### config.mk
export PLATFORM = sky130hd
export DESIGN_NAME = dtc_engine
export DESIGN_NICKNAME = d
export VERILOG_FILES = /design/src/rtl/dtc_pkg.sv /design/src/rtl/dtc_step.sv /design/src/rtl/dtc_arbiter.sv /design/src/rtl/dtc_regs.sv /design/src/rtl/dtc_seq.sv /design/src/rtl/dtc_engine.sv
export SDC_FILE = /design/constraint.sdc
export NUM_CORES = 1
export LEC_CHECK = 0
export ABC_AREA = 1
export BUFFER_PORTS_ARGS = -buffer_cell sky130_fd_sc_hd__buf_4
export CORE_MARGIN = 2
export CORE_UTILIZATION = 46
export CTS_CLUSTER_DIAMETER = 150
export DETAILED_ROUTE_END_ITERATION = 12
export HOLD_SLACK_MARGIN = 0.05
export RECOVER_POWER = 50
export SETUP_SLACK_MARGIN = 0.4
export SYNTH_ARGS = -nofsm -noshare
export SYNTH_HDL_FRONTEND = slang
export SYNTH_SLANG_ARGS = --single-unit
### constraint.sdc
create_clock -name clk -period 3.8 [get_ports clk]
set_input_delay 0.95 -clock clk [delete_from_list [all_inputs] [get_ports clk]]
set_output_delay 0.95 -clock clk [all_outputs]
set_load 0.1 [all_outputs]
### src/rtl/dtc_pkg.sv
package dtc_pkg;
  typedef enum logic [2:0] {
    S_IDLE, S_VEC, S_LOAD, S_DRD, S_DWR, S_WB, S_FIN
  } seq_st_t;

  // descriptor layout (word offsets from the pointer)
  localparam int DESC_WORDS = 6;
  localparam int DESC_LAST  = DESC_WORDS - 1;
  localparam int WB_OFS     = 2;
  localparam int WB_LAST    = 2;

  // mode A field positions
  localparam int SM_LO  = 14;
  localparam int DM_LO  = 12;
  localparam int SZ_POS = 9;
  // mode B field positions
  localparam int CHN_POS = 15;
  localparam int DIS_POS = 14;

  // software trigger register
  localparam int TRIG_POS = 7;
endpackage

### src/rtl/dtc_step.sv
module dtc_step #(
  parameter int AW = 16
) (
  input  logic [1:0]    mode,
  input  logic          wide,
  input  logic [AW-1:0] cur,
  output logic [AW-1:0] nxt
);
  logic [AW-1:0] step;

  always_comb begin
    step = wide ? AW'(2) : AW'(1);
    unique case (mode)
      2'b10:   nxt = cur + step;
      2'b11:   nxt = cur - step;
      default: nxt = cur;
    endcase
  end
endmodule

### src/rtl/dtc_arbiter.sv
module dtc_arbiter #(
  parameter int NSRC = 4,
  parameter int VW   = 3
) (
  input  logic [NSRC-1:0] pend,
  input  logic            sw_pend,
  input  logic [VW-1:0]   sw_vec,
  output logic            g_valid,
  output logic            g_sw,
  output logic [VW-1:0]   g_idx
);
  always_comb begin
    g_valid = 1'b0;
    g_sw    = 1'b0;
    g_idx   = '0;
    for (int i = NSRC - 1; i >= 0; i--) begin
      if (pend[i]) begin
        g_valid = 1'b1;
        g_idx   = VW'(i);
      end
    end
    if (!g_valid && sw_pend) begin
      g_valid = 1'b1;
      g_sw    = 1'b1;
      g_idx   = sw_vec;
    end
  end
endmodule

### src/rtl/dtc_regs.sv
module dtc_regs import dtc_pkg::*; #(
  parameter int NSRC = 4,
  parameter int VW   = 3
) (
  input  logic            clk,
  input  logic            rst_n,
  input  logic            cfg_we,
  input  logic            cfg_sel,
  input  logic [7:0]      cfg_wdata,
  input  logic [NSRC-1:0] irq_req,
  input  logic            take_irq,
  input  logic            take_sw,
  input  logic [VW-1:0]   take_idx,
  input  logic            clr_en,
  input  logic [VW-1:0]   clr_idx,
  input  logic            sw_release,
  output logic [NSRC-1:0] en_q,
  output logic [NSRC-1:0] pend_q,
  output logic            sw_pend_q,
  output logic            sw_trig_q,
  output logic [VW-1:0]   sw_vec_q
);
  logic [NSRC-1:0] en_d, pend_d;
  logic            sw_pend_d, sw_trig_d;
  logic [VW-1:0]   sw_vec_d;
  logic            sw_start, sw_clear;

  assign sw_start = cfg_we && cfg_sel && cfg_wdata[TRIG_POS] && !sw_trig_q;
  assign sw_clear = cfg_we && cfg_sel && !cfg_wdata[TRIG_POS];

  always_comb begin
    en_d = en_q;
    if (cfg_we && !cfg_sel) en_d = cfg_wdata[NSRC-1:0];
    if (clr_en) en_d[clr_idx[$clog2(NSRC)-1:0]] = 1'b0;

    pend_d = pend_q;
    if (take_irq) pend_d[take_idx[$clog2(NSRC)-1:0]] = 1'b0;
    pend_d = pend_d | (irq_req & en_q);

    sw_pend_d = sw_pend_q;
    sw_trig_d = sw_trig_q;
    sw_vec_d  = sw_vec_q;
    if (sw_start) begin
      sw_trig_d = 1'b1;
      sw_pend_d = 1'b1;
      sw_vec_d  = cfg_wdata[VW-1:0];
    end else if (sw_clear) begin
      sw_trig_d = 1'b0;
      sw_pend_d = 1'b0;
    end
    if (take_sw)    sw_pend_d = 1'b0;
    if (sw_release) sw_trig_d = 1'b0;
  end

  always_ff @(posedge clk or negedge rst_n) begin
    if (!rst_n) begin
      en_q      <= '0;
      pend_q    <= '0;
      sw_pend_q <= 1'b0;
      sw_trig_q <= 1'b0;
      sw_vec_q  <= '0;
    end else begin
      en_q      <= en_d;
      pend_q    <= pend_d;
      sw_pend_q <= sw_pend_d;
      sw_trig_q <= sw_trig_d;
      sw_vec_q  <= sw_vec_d;
    end
  end
endmodule

### src/rtl/dtc_seq.sv
module dtc_seq import dtc_pkg::*; #(
  parameter int            VW       = 3,
  parameter int            AW       = 16,
  parameter int            DW       = 16,
  parameter logic [AW-1:0] VEC_BASE = 'h40
) (
  input  logic          clk,
  input  logic          rst_n,
  input  logic          g_valid,
  input  logic          g_sw,
  input  logic [VW-1:0] g_idx,
  input  logic [DW-1:0] bus_rdata,
  input  logic          bus_rdy,
  output logic [AW-1:0] bus_addr,
  output logic [DW-1:0] bus_wdata,
  output logic          bus_rd,
  output logic          bus_wr,
  output logic          busy,
  output logic          take_irq,
  output logic          take_sw,
  output logic [VW-1:0] take_idx,
  output logic          clr_en,
  output logic [VW-1:0] clr_idx,
  output logic          sw_release,
  output logic          cpu_irq,
  output logic [VW-1:0] cpu_irq_src
);
  seq_st_t       st_q, st_d;
  logic [2:0]    widx_q, widx_d;
  logic [AW-1:0] ptr_q, ptr_d, sar_q, sar_d, dar_q, dar_d;
  logic [DW-1:0] mra_q, mra_d, mrb_q, mrb_d, cra_q, cra_d, dat_q, dat_d;
  logic          cur_sw_q, cur_sw_d;
  logic [VW-1:0] cur_idx_q, cur_idx_d;
  logic          irq_q, irq_d;
  logic [VW-1:0] src_q, src_d;

  logic [AW-1:0] sar_nxt, dar_nxt;
  logic [DW-1:0] cra_nxt;
  logic          wide, chain, dis_sel, exhausted, fin_end;

  assign wide      = mra_q[SZ_POS];
  assign chain     = mrb_q[CHN_POS];
  assign dis_sel   = mrb_q[DIS_POS];
  assign cra_nxt   = cra_q - DW'(1);
  assign exhausted = (cra_nxt == '0);
  assign fin_end   = dis_sel || exhausted;

  dtc_step #(.AW(AW)) u_src_step (
    .mode(mra_q[SM_LO +: 2]), .wide(wide), .cur(sar_q), .nxt(sar_nxt)
  );
  dtc_step #(.AW(AW)) u_dst_step (
    .mode(mra_q[DM_LO +: 2]), .wide(wide), .cur(dar_q), .nxt(dar_nxt)
  );

  always_comb begin
    st_d      = st_q;
    widx_d    = widx_q;
    ptr_d     = ptr_q;
    sar_d     = sar_q;
    dar_d     = dar_q;
    mra_d     = mra_q;
    mrb_d     = mrb_q;
    cra_d     = cra_q;
    dat_d     = dat_q;
    cur_sw_d  = cur_sw_q;
    cur_idx_d = cur_idx_q;
    irq_d     = 1'b0;
    src_d     = src_q;

    take_irq   = 1'b0;
    take_sw    = 1'b0;
    take_idx   = g_idx;
    clr_en     = 1'b0;
    clr_idx    = cur_idx_q;
    sw_release = 1'b0;

    bus_rd    = 1'b0;
    bus_wr    = 1'b0;
    bus_addr  = '0;
    bus_wdata = '0;

    unique case (st_q)
      S_IDLE: begin
        if (g_valid) begin
          take_irq  = !g_sw;
          take_sw   = g_sw;
          cur_sw_d  = g_sw;
          cur_idx_d = g_idx;
          st_d      = S_VEC;
        end
      end
      S_VEC: begin
        bus_rd   = 1'b1;
        bus_addr = VEC_BASE + AW'(cur_idx_q);
        if (bus_rdy) begin
          ptr_d  = bus_rdata[AW-1:0];
          widx_d = '0;
          st_d   = S_LOAD;
        end
      end
      S_LOAD: begin
        bus_rd   = 1'b1;
        bus_addr = ptr_q + AW'(widx_q);
        if (bus_rdy) begin
          case (widx_q)
            3'd0:    mra_d = bus_rdata;
            3'd1:    mrb_d = bus_rdata;
            3'd2:    sar_d = bus_rdata[AW-1:0];
            3'd3:    dar_d = bus_rdata[AW-1:0];
            3'd4:    cra_d = bus_rdata;
            default: ;
          endcase
          if (widx_q == 3'(DESC_LAST)) st_d = S_DRD;
          else                         widx_d = widx_q + 3'd1;
        end
      end
      S_DRD: begin
        bus_rd   = 1'b1;
        bus_addr = sar_q;
        if (bus_rdy) begin
          dat_d = bus_rdata;
          st_d  = S_DWR;
        end
      end
      S_DWR: begin
        bus_wr    = 1'b1;
        bus_addr  = dar_q;
        bus_wdata = wide ? dat_q : {{(DW-8){1'b0}}, dat_q[7:0]};
        if (bus_rdy) begin
          widx_d = '0;
          st_d   = S_WB;
        end
      end
      S_WB: begin
        bus_wr   = 1'b1;
        bus_addr = ptr_q + AW'(WB_OFS) + AW'(widx_q);
        case (widx_q)
          3'd0:    bus_wdata = DW'(sar_nxt);
          3'd1:    bus_wdata = DW'(dar_nxt);
          default: bus_wdata = cra_nxt;
        endcase
        if (bus_rdy) begin
          if (widx_q == 3'(WB_LAST)) st_d = S_FIN;
          else                       widx_d = widx_q + 3'd1;
        end
      end
      S_FIN: begin
        if (chain) begin
          ptr_d  = ptr_q + AW'(DESC_WORDS);
          widx_d = '0;
          st_d   = S_LOAD;
        end else begin
          if (cur_sw_q) begin
            if (fin_end) irq_d = 1'b1;
            else         sw_release = 1'b1;
          end else if (fin_end) begin
            clr_en = 1'b1;
            irq_d  = 1'b1;
          end
          src_d = cur_idx_q;
          st_d  = S_IDLE;
        end
      end
      default: st_d = S_IDLE;
    endcase
  end

  always_ff @(posedge clk or negedge rst_n) begin
    if (!rst_n) begin
      st_q      <= S_IDLE;
      widx_q    <= '0;
      ptr_q     <= '0;
      sar_q     <= '0;
      dar_q     <= '0;
      mra_q     <= '0;
      mrb_q     <= '0;
      cra_q     <= '0;
      dat_q     <= '0;
      cur_sw_q  <= 1'b0;
      cur_idx_q <= '0;
      irq_q     <= 1'b0;
      src_q     <= '0;
    end else begin
      st_q      <= st_d;
      widx_q    <= widx_d;
      ptr_q     <= ptr_d;
      sar_q     <= sar_d;
      dar_q     <= dar_d;
      mra_q     <= mra_d;
      mrb_q     <= mrb_d;
      cra_q     <= cra_d;
      dat_q     <= dat_d;
      cur_sw_q  <= cur_sw_d;
      cur_idx_q <= cur_idx_d;
      irq_q     <= irq_d;
      src_q     <= src_d;
    end
  end

  assign busy        = (st_q != S_IDLE);
  assign cpu_irq     = irq_q;
  assign cpu_irq_src = src_q;
endmodule

### src/rtl/dtc_engine.sv
module dtc_engine #(
  parameter int            NSRC     = 4,
  parameter int            VW       = 3,
  parameter int            AW       = 16,
  parameter int            DW       = 16,
  parameter logic [AW-1:0] VEC_BASE = 'h40
) (
  input  logic            clk,
  input  logic            rst_n,
  input  logic [NSRC-1:0] irq_req,
  input  logic            cfg_we,
  input  logic            cfg_sel,
  input  logic [7:0]      cfg_wdata,
  output logic [NSRC-1:0] en_state,
  output logic            sw_trig,
  output logic            busy,
  output logic            cpu_irq,
  output logic [VW-1:0]   cpu_irq_src,
  output logic [AW-1:0]   bus_addr,
  output logic [DW-1:0]   bus_wdata,
  output logic            bus_rd,
  output logic            bus_wr,
  input  logic [DW-1:0]   bus_rdata,
  input  logic            bus_rdy
);
  logic [NSRC-1:0] pend;
  logic            sw_pend;
  logic [VW-1:0]   sw_vec;
  logic            g_valid, g_sw;
  logic [VW-1:0]   g_idx;
  logic            take_irq, take_sw, clr_en, sw_release;
  logic [VW-1:0]   take_idx, clr_idx;

  dtc_regs #(.NSRC(NSRC), .VW(VW)) u_regs (
    .clk(clk), .rst_n(rst_n),
    .cfg_we(cfg_we), .cfg_sel(cfg_sel), .cfg_wdata(cfg_wdata),
    .irq_req(irq_req),
    .take_irq(take_irq), .take_sw(take_sw), .take_idx(take_idx),
    .clr_en(clr_en), .clr_idx(clr_idx), .sw_release(sw_release),
    .en_q(en_state), .pend_q(pend), .sw_pend_q(sw_pend),
    .sw_trig_q(sw_trig), .sw_vec_q(sw_vec)
  );

  dtc_arbiter #(.NSRC(NSRC), .VW(VW)) u_arb (
    .pend(pend), .sw_pend(sw_pend), .sw_vec(sw_vec),
    .g_valid(g_valid), .g_sw(g_sw), .g_idx(g_idx)
  );

  dtc_seq #(.VW(VW), .AW(AW), .DW(DW), .VEC_BASE(VEC_BASE)) u_seq (
    .clk(clk), .rst_n(rst_n),
    .g_valid(g_valid), .g_sw(g_sw), .g_idx(g_idx),
    .bus_rdata(bus_rdata), .bus_rdy(bus_rdy),
    .bus_addr(bus_addr), .bus_wdata(bus_wdata),
    .bus_rd(bus_rd), .bus_wr(bus_wr), .busy(busy),
    .take_irq(take_irq), .take_sw(take_sw), .take_idx(take_idx),
    .clr_en(clr_en), .clr_idx(clr_idx), .sw_release(sw_release),
    .cpu_irq(cpu_irq), .cpu_irq_src(cpu_irq_src)
  );
endmodule

==> run metrics, run 1 <==
WL final between 30 and 40 mm; Final Cycle Share between 90% and 100%; hold path endpoint u_seq.dat_q[1]; Avg WL per Cell approximately 18 um; register area share after synthesis a little under a third; area leader, netlist dfrtp_1; final setup fails 0; Hold WS approximately 0.48 ns; Worst Setup End Kind primary output; drt pass-1 iters 5; CTS tree built; Clock transition at path regs 0.06 ns; Starting DRT DRC Count roughly 860; Arr. time, crit path 2.80 ns; post-route ant nets 0; FP Rows slightly above 50; area grow syn2layout 35.41%; core area between 0.015 and 0.02 sq mm; Main synth FF type dfrtp_1; nets roughly 1600; Worst Reg-to-Reg Cells 6; DP Area 0.01012 sq mm; Cells after Synth 1455; post-synth top area share approximately a third; unrepaired setup endpoints after global routing yes; Max-Slew Margin vs Limit less than 1%; clk buf depth 2; Post-DP HPWL 24.19 mm; EDFF count, synth 0; most frequent cells in the layout nand2_1 (375), inv_1 (194), o21ai_0 (138); die span in y between 100 and 150 um; # fillers 1829; main area contributors after synthesis dfrtp_1 (31%), nand2_1 (19%), o21ai_0 (8.9%); via/cell ratio roughly 5.5; Pwr Density approximately 930 mW/mm^2; TritonCTS Sinks around 110; die area roughly 0.021 sq mm; Async SR Flop Fraction between 90% and 100%; run status completed; gpl congestion a little under 1; Hold Path Depth 2; grt total ovfl 0; Die X between 100 and 150 um; Finished Cell Area ~0.012 sq mm; Cell variety after synth 48; Post-Place Setup Slack about 0.32 ns; worst flop-to-flop path endpoint u_seq.dar_q[7]; Synth Cell Area roughly 0.0091 sq mm; min Tclk post-route ~3.8 ns; fin util 63.30%; largest net degree at the start of global routing between 50 and 60; htree depth 4; synthesized area per cell roughly 6.3 sq um; Hold WC Path Type flip-flop to flip-flop; measured slew at the worst slew-check pin 1.486 ns; peak supply drop between 0.8 and 0.9 mV; setup_tns 0 ns; cell leakage power 5.942 nW; fmax 0.2665 GHz; via count ~10000; initial antenna violation count 0; Critical Path RT 2.85 ns; worst setup margin roughly 0.048 ns; startpoint types flip-flop; commonest non-fill, non-tap cell in the layout nand2_1; Skew-Pair Late Insertion Delay between 0.4 and 0.5 ns; first-pass GRT wire length around 50 mm; Inst Count DP approximately 1800; Yosys reg bits 114; kind of critical path flip-flop to primary output; Hold Violations, Final 0; Ys Warns 0; hold_buf cts 0; Max Cap Violations 0; top-level port count slightly below 80; Initial Utilization roughly 47%; clock buffer count from CTS 17; Tot Pwr roughly 12 mW; Net Count, Synth between 1500 and 2000; reg2reg start u_seq.st_q[1]; total track usage approximately a third; Post-Layout Cell Count 1840; R2R Setup Slk a little under 0.9 ns; Port Buffers 73; Pins Over Slew Limit 0; ratio of cells with drive above 1 in the final layout 25.22%; worst-path fanout max 3; DRC 0; vias in the first global route between 9000 and 10000; worst clock skew around 0.010 ns; Clock Root Buffer clkbuf_16; Hold Path Origin u_seq.dat_q[1]
-- cells by family after synthesis --
family,Yosys count,synth area share [%]
muxes,2,0.2475
buffers and inverters,265,11.36
DFF,114,31.35
AOI/OAI and AO/OA,291,17.92
adders and majority gates,23,3.493
and+or+nand+nor,739,33.61
xor gates and xnor gates,21,2.021
-- worst max-delay path by stage --
stage               startpoint           end  slack (ns)  cells after the start
3_3_place_gp    u_seq.ptr_q[1]  bus_addr[15]        0.34                     16
5_1_grt        u_seq.widx_q[1]   bus_addr[9]       -0.06                     15
2_1_floorplan    u_seq.st_q[1]  bus_addr[10]        0.01                      5
6_report       u_seq.widx_q[1]   bus_addr[9]        0.05                     15
4_1_cts         u_seq.ptr_q[1]   bus_addr[9]        0.04                     15
3_5_place_dp    u_seq.mra_q[9]  bus_wdata[8]        0.32                     14
-- worst max-delay path: stages, from the launching register on --
cell       delay, ns
dfrtp_1         0.38
inv_2           0.08
ha_4            0.21
inv_4           0.05
ha_4            0.13
fa_2            0.23
nand2_2         0.07
a21oi_2         0.15
inv_2           0.05
nor2_2          0.09
inv_2           0.06
nor2_1          0.08
inv_1           0.06
o211ai_1        0.32
o2111ai_4       0.18
buf_12          0.21
-- per-layer routing --
| metal | wire [um] | global-route usage [%] |
|---|---|---|
| met5 | 0 | 0 |
| met4 | 1143 | 11.65 |
| met2 | 15230 | 49.79 |
| met3 | 2256 | 4.834 |
| met1 | 14610 | 44.46 |
-- flip-flops by register name, summed over array words and instances, names as in the netlist --
signal	flops
u_seq.sar_q	16
u_seq.ptr_q	16
u_seq.mrb_q	2
u_seq.cra_q	16
u_seq.clr_idx	3
u_seq.cpu_irq	1
u_seq.st_q	3
u_seq.mra_q	5
u_regs.sw_trig_q	1
u_seq.widx_q	3
u_regs.pend_q	4
u_regs.sw_pend_q	1
u_seq.cur_sw_q	1
u_regs.sw_vec_q	3
u_seq.dar_q	16
u_seq.dat_q	16
u_regs.en_q	4
u_seq.cpu_irq_src	3
-- power by group --
part	leakage [nW]	internal, mW	switching, mW
clock network	0.305	1.11	0.653
logic	4.19	2.48	5.11
registers	1.45	1.66	0.500
total	5.94	5.24	6.26
-- area by class of cell --
type | count | area [sq um] | area share, %
Multi-Input combinational cell | 1076 | 6211 | 50.41
Sequential cell | 114 | 2856 | 23.18
Timing Repair Buffer | 131 | 1441 | 11.70
Inverter | 221 | 845.8 | 6.865
Clock buffer | 18 | 429.2 | 3.483
Tap cell | 265 | 331.6 | 2.691
Clock inverter | 14 | 202.7 | 1.645
Antenna cell | 1 | 2.502 | 0.02031
-- synthesized netlist by cell type, types with 2 or more instances --
cell type and n:
a21oi_1 67, a221oi_1 2, a22oi_1 4, a31oi_1 2, a32o_1 2, a41oi_1 3
buf_1 3, buf_2 7, buf_4 6, clkbuf_1 27, clkinv_1 2, dfrtp_1 114
fa_1 4, ha_1 19, inv_1 212, inv_2 7, mux2_2 2, nand2_1 457
nand2_2 2, nand3_1 142, nand4_1 11, nor2_1 104, nor2_2 5, nor3_1 9
nor3_2 3, o2111ai_1 11, o211ai_1 10, o21ai_0 161, o21ai_1 5, o21bai_1 4
o221ai_1 4, o22ai_1 7, o31ai_1 2, or2_2 2, xnor2_1 2, xor2_1 19
-- timing repair --
action	in CTS	in global routing
gates cloned	0	2
buffers inserted	16	18
pin swaps	68	89
endpoints found under the hold margin	0	0
setup endpoints to repair	28	31
resized for setup	210	137
No activity file was read; power rests on OpenSTA's default activity.
==> inputs of run 2 (changes only) <==
==> constraint.sdc (replaced) <==
create_clock -name clk -period 3.52 [get_ports clk]
set_input_delay 0.88 -clock clk [delete_from_list [all_inputs] [get_ports clk]]
set_output_delay 0.88 -clock clk [all_outputs]
set_load 0.02 [all_outputs]
==> run 2 against run 1 <==
Against the previous run: the flow now finishes with violations (setup timing); final area down 3.7%; count of clock-buffer cells in the layout up 2; critical path depth down 7; power down 6.1%; combinational power down 14%; first-iteration DRC count up 8.9%; global-route usage about the same; largest power group unchanged; highest routed layer unchanged.
==> run metrics, run 2 (synthesized netlist as in run 1, its figures left out) <==
initial antenna violation count 0 (unchanged); register area 0.002855 sq mm (about the same); Initial Utilization 46.75% (unchanged); area of the multi-input gates 0.005969 sq mm (-3.9%); most frequent cells in the layout nand2_1 (401), inv_1 (193), o21ai_0 (141); DRC 0 (unchanged); die area 0.02092 sq mm (unchanged); worst flop-to-flop path endpoint u_seq.ptr_q[8]; final setup fails 5 (+5); Die X 144.6 um (unchanged); worst-path fanout max 7 (+4); R2R Setup Slk 0.77 ns (-0.12 ns); fmax between 0.2 and 0.3 GHz; Critical Path RT 2.64 ns (-0.21 ns); # fillers 1882 (+2.9%); CTS tree built; hold path endpoint u_seq.dat_q[3]; slowest CP cell nor3_2; Port Buffers 73 (unchanged); top-level port count 77 (unchanged); Worst Setup End Kind primary output; measured slew at the worst slew-check pin 1.400 ns (-0.08636 ns); WL final 33.25 mm (about the same); run status finished with violations; CP max stage delay 0.47 ns (+0.09 ns); FP Rows 51 (unchanged); Skew-Pair Late Insertion Delay 0.42 ns (about the same); Finished Cell Area 0.01186 sq mm (-3.7%); cell leakage power 5.879 nW (-1.1%); post-route ant nets 0 (unchanged); via count 10360 (+2.5%); commonest non-fill, non-tap cell in the layout nand2_1; Post-DP HPWL 23.99 mm (-0.82%); DP Area 0.009983 sq mm (-1.3%); startpoint types flip-flop; core area 0.01946 sq mm (unchanged); worst setup margin -0.09645 ns (-0.1442 ns); Avg WL per Cell 18.06 um (about the same); die span in y 144.6 um (unchanged); min Tclk post-route 3.616 ns; Worst path top cell family by delay simple AND/OR/NAND/NOR gates; htree depth 4 (unchanged); TritonCTS Sinks 114 (unchanged); Clock Root Buffer clkbuf_16; Final Cycle Share 102.7%; Post-Layout Cell Count 1841 (+0.054%); drt pass-1 iters 6 (+1); beginning of the critical path u_seq.ptr_q[7]; total track usage 31.77% (about the same); Starting DRT DRC Count 938 (+8.9%); Worst Reg-to-Reg Cells 11 (+5); Max Cap Violations 0 (unchanged); kind of critical path flip-flop to primary output; first-pass GRT wire length 50.16 mm (about the same); Hold Path Depth 2 (unchanged); via/cell ratio 5.627 (+2.4%); gpl congestion 0.9617 (-2.3%); reg2reg start u_seq.st_q[1]; grt total ovfl 0 (unchanged); failing checks setup timing; clk buf depth 2 (unchanged); ratio of cells with drive above 1 in the final layout 23.03% (-2.2 points); peak supply drop 0.5708 mV (-36%); Arr. time, crit path 2.74 ns (-0.06 ns); Hold WC Path Type flip-flop to flip-flop; largest net degree at the start of global routing 52 (-8.8%); Hold Violations, Final 0 (unchanged); Max-Slew Margin vs Limit 6.681% (+5.8 points); nets 1619 (+0.12%); Tot Pwr 10.80 mW (-6.1%); area grow syn2layout 30.35%; n_diodes 0 (-1); Inst Count DP 1771 (unchanged); Pwr Density 910.7 mW/mm^2 (-2.5%); clock buffer count from CTS 17 (unchanged); crit path cell chain nand2_1 -> nor3_2 -> nand4_1 -> nor2_1 -> a21oi_1 -> o21ai_0 -> o2111ai_1 -> buf_4; buffers and inverters on the worst path 1 (-5); worst clock skew 0.008004 ns (-0.002021 ns); vias in the first global route 9242 (+0.97%); Clock transition at path regs 0.06 ns (about the same); unrepaired setup endpoints after global routing yes; Pins Over Slew Limit 0 (unchanged); Hold Path Origin u_seq.dat_q[3]
-- run 2: cell types whose count changed in the layout (fill, tap and decap cells not counted), moves of 3 or more --
| cell | delta |
|---|---|
| buf_6 | +19 |
| o21ai_2 | -3 |
| nand3_2 | -9 |
| o2111ai_2 | +5 |
| nand2_2 | -25 |
| o21ai_0 | +3 |
| nand2_1 | +26 |
| nand3_1 | +9 |
| buf_4 | +12 |
| clkinv_4 | -4 |
| inv_2 | +4 |
| buf_12 | -26 |
| o2111ai_4 | -6 |
-- run 2: layout make-up --
class | instances | area share, %
tap | 265 | 2.796
clock buffer | 20 | 3.766
sequential | 114 | 24.07
clock inverter | 12 | 1.720
multi-input combinational | 1076 | 50.33
inverter | 221 | 7.058
timing repair buffer | 133 | 10.25
-- run 2: worst max-delay path by stage --
stage	to	slack, ns	depth (start not counted)
finish	bus_addr[12]	-0.1	8
global route	bus_addr[9]	-0.20	16
floorplan	bus_wdata[4]	0.36	15
CTS	bus_addr[9]	-0.07	16
global placement	bus_addr[11]	0.14	15
detailed placement	bus_addr[11]	0.16	15
-- run 2: power by group --
group / total (mW) / internal [mW] / switching (mW)
Sequential: 2.32 / 1.79 / 0.533
Combinational: 6.52 / 2.39 / 4.13
Clock: 1.96 / 1.28 / 0.676
Total: 10.8 / 5.46 / 5.34
-- run 2: tightest hold or removal path, cell delays in order (launching register included) --
cell,delay [ns]
dfrtp_1,0.34
nand2_1,0.05
o21ai_0,0.06
-- run 2: repair_timing --
action,4_1_cts,5_1_grt
gates cloned,1,2
setup buffers,24,11
resized for setup,166,97
pin swaps,74,52
hold buffers,0,0
setup endpoints to repair,31,32
-- run 2: stage by stage --
stage	setup TNS [ns]	worst slack [ns]	hold slack, ns	util (%)
after floorplan	0	0.3633	0.4530	-
after global placement	0	0.1370	0.4664	51.30
after detailed placement	0	0.1627	0.4733	51.30
after CTS	-0.2746	-0.07219	0.4870	58.65
after global routing	-1.605	-0.1991	0.5018	60.94
final	-0.3155	-0.09645	0.4833	60.94
-- run 2: routing by layer --
metal  vias up  global-route usage [%]  routed length (um)
met5         -                       0                   0
met4         0                   16.40                1785
met3       108                   4.172                2101
met2       470                   48.17               14600
met1      4840                   44.42               14760
li1       4942                       -                   -
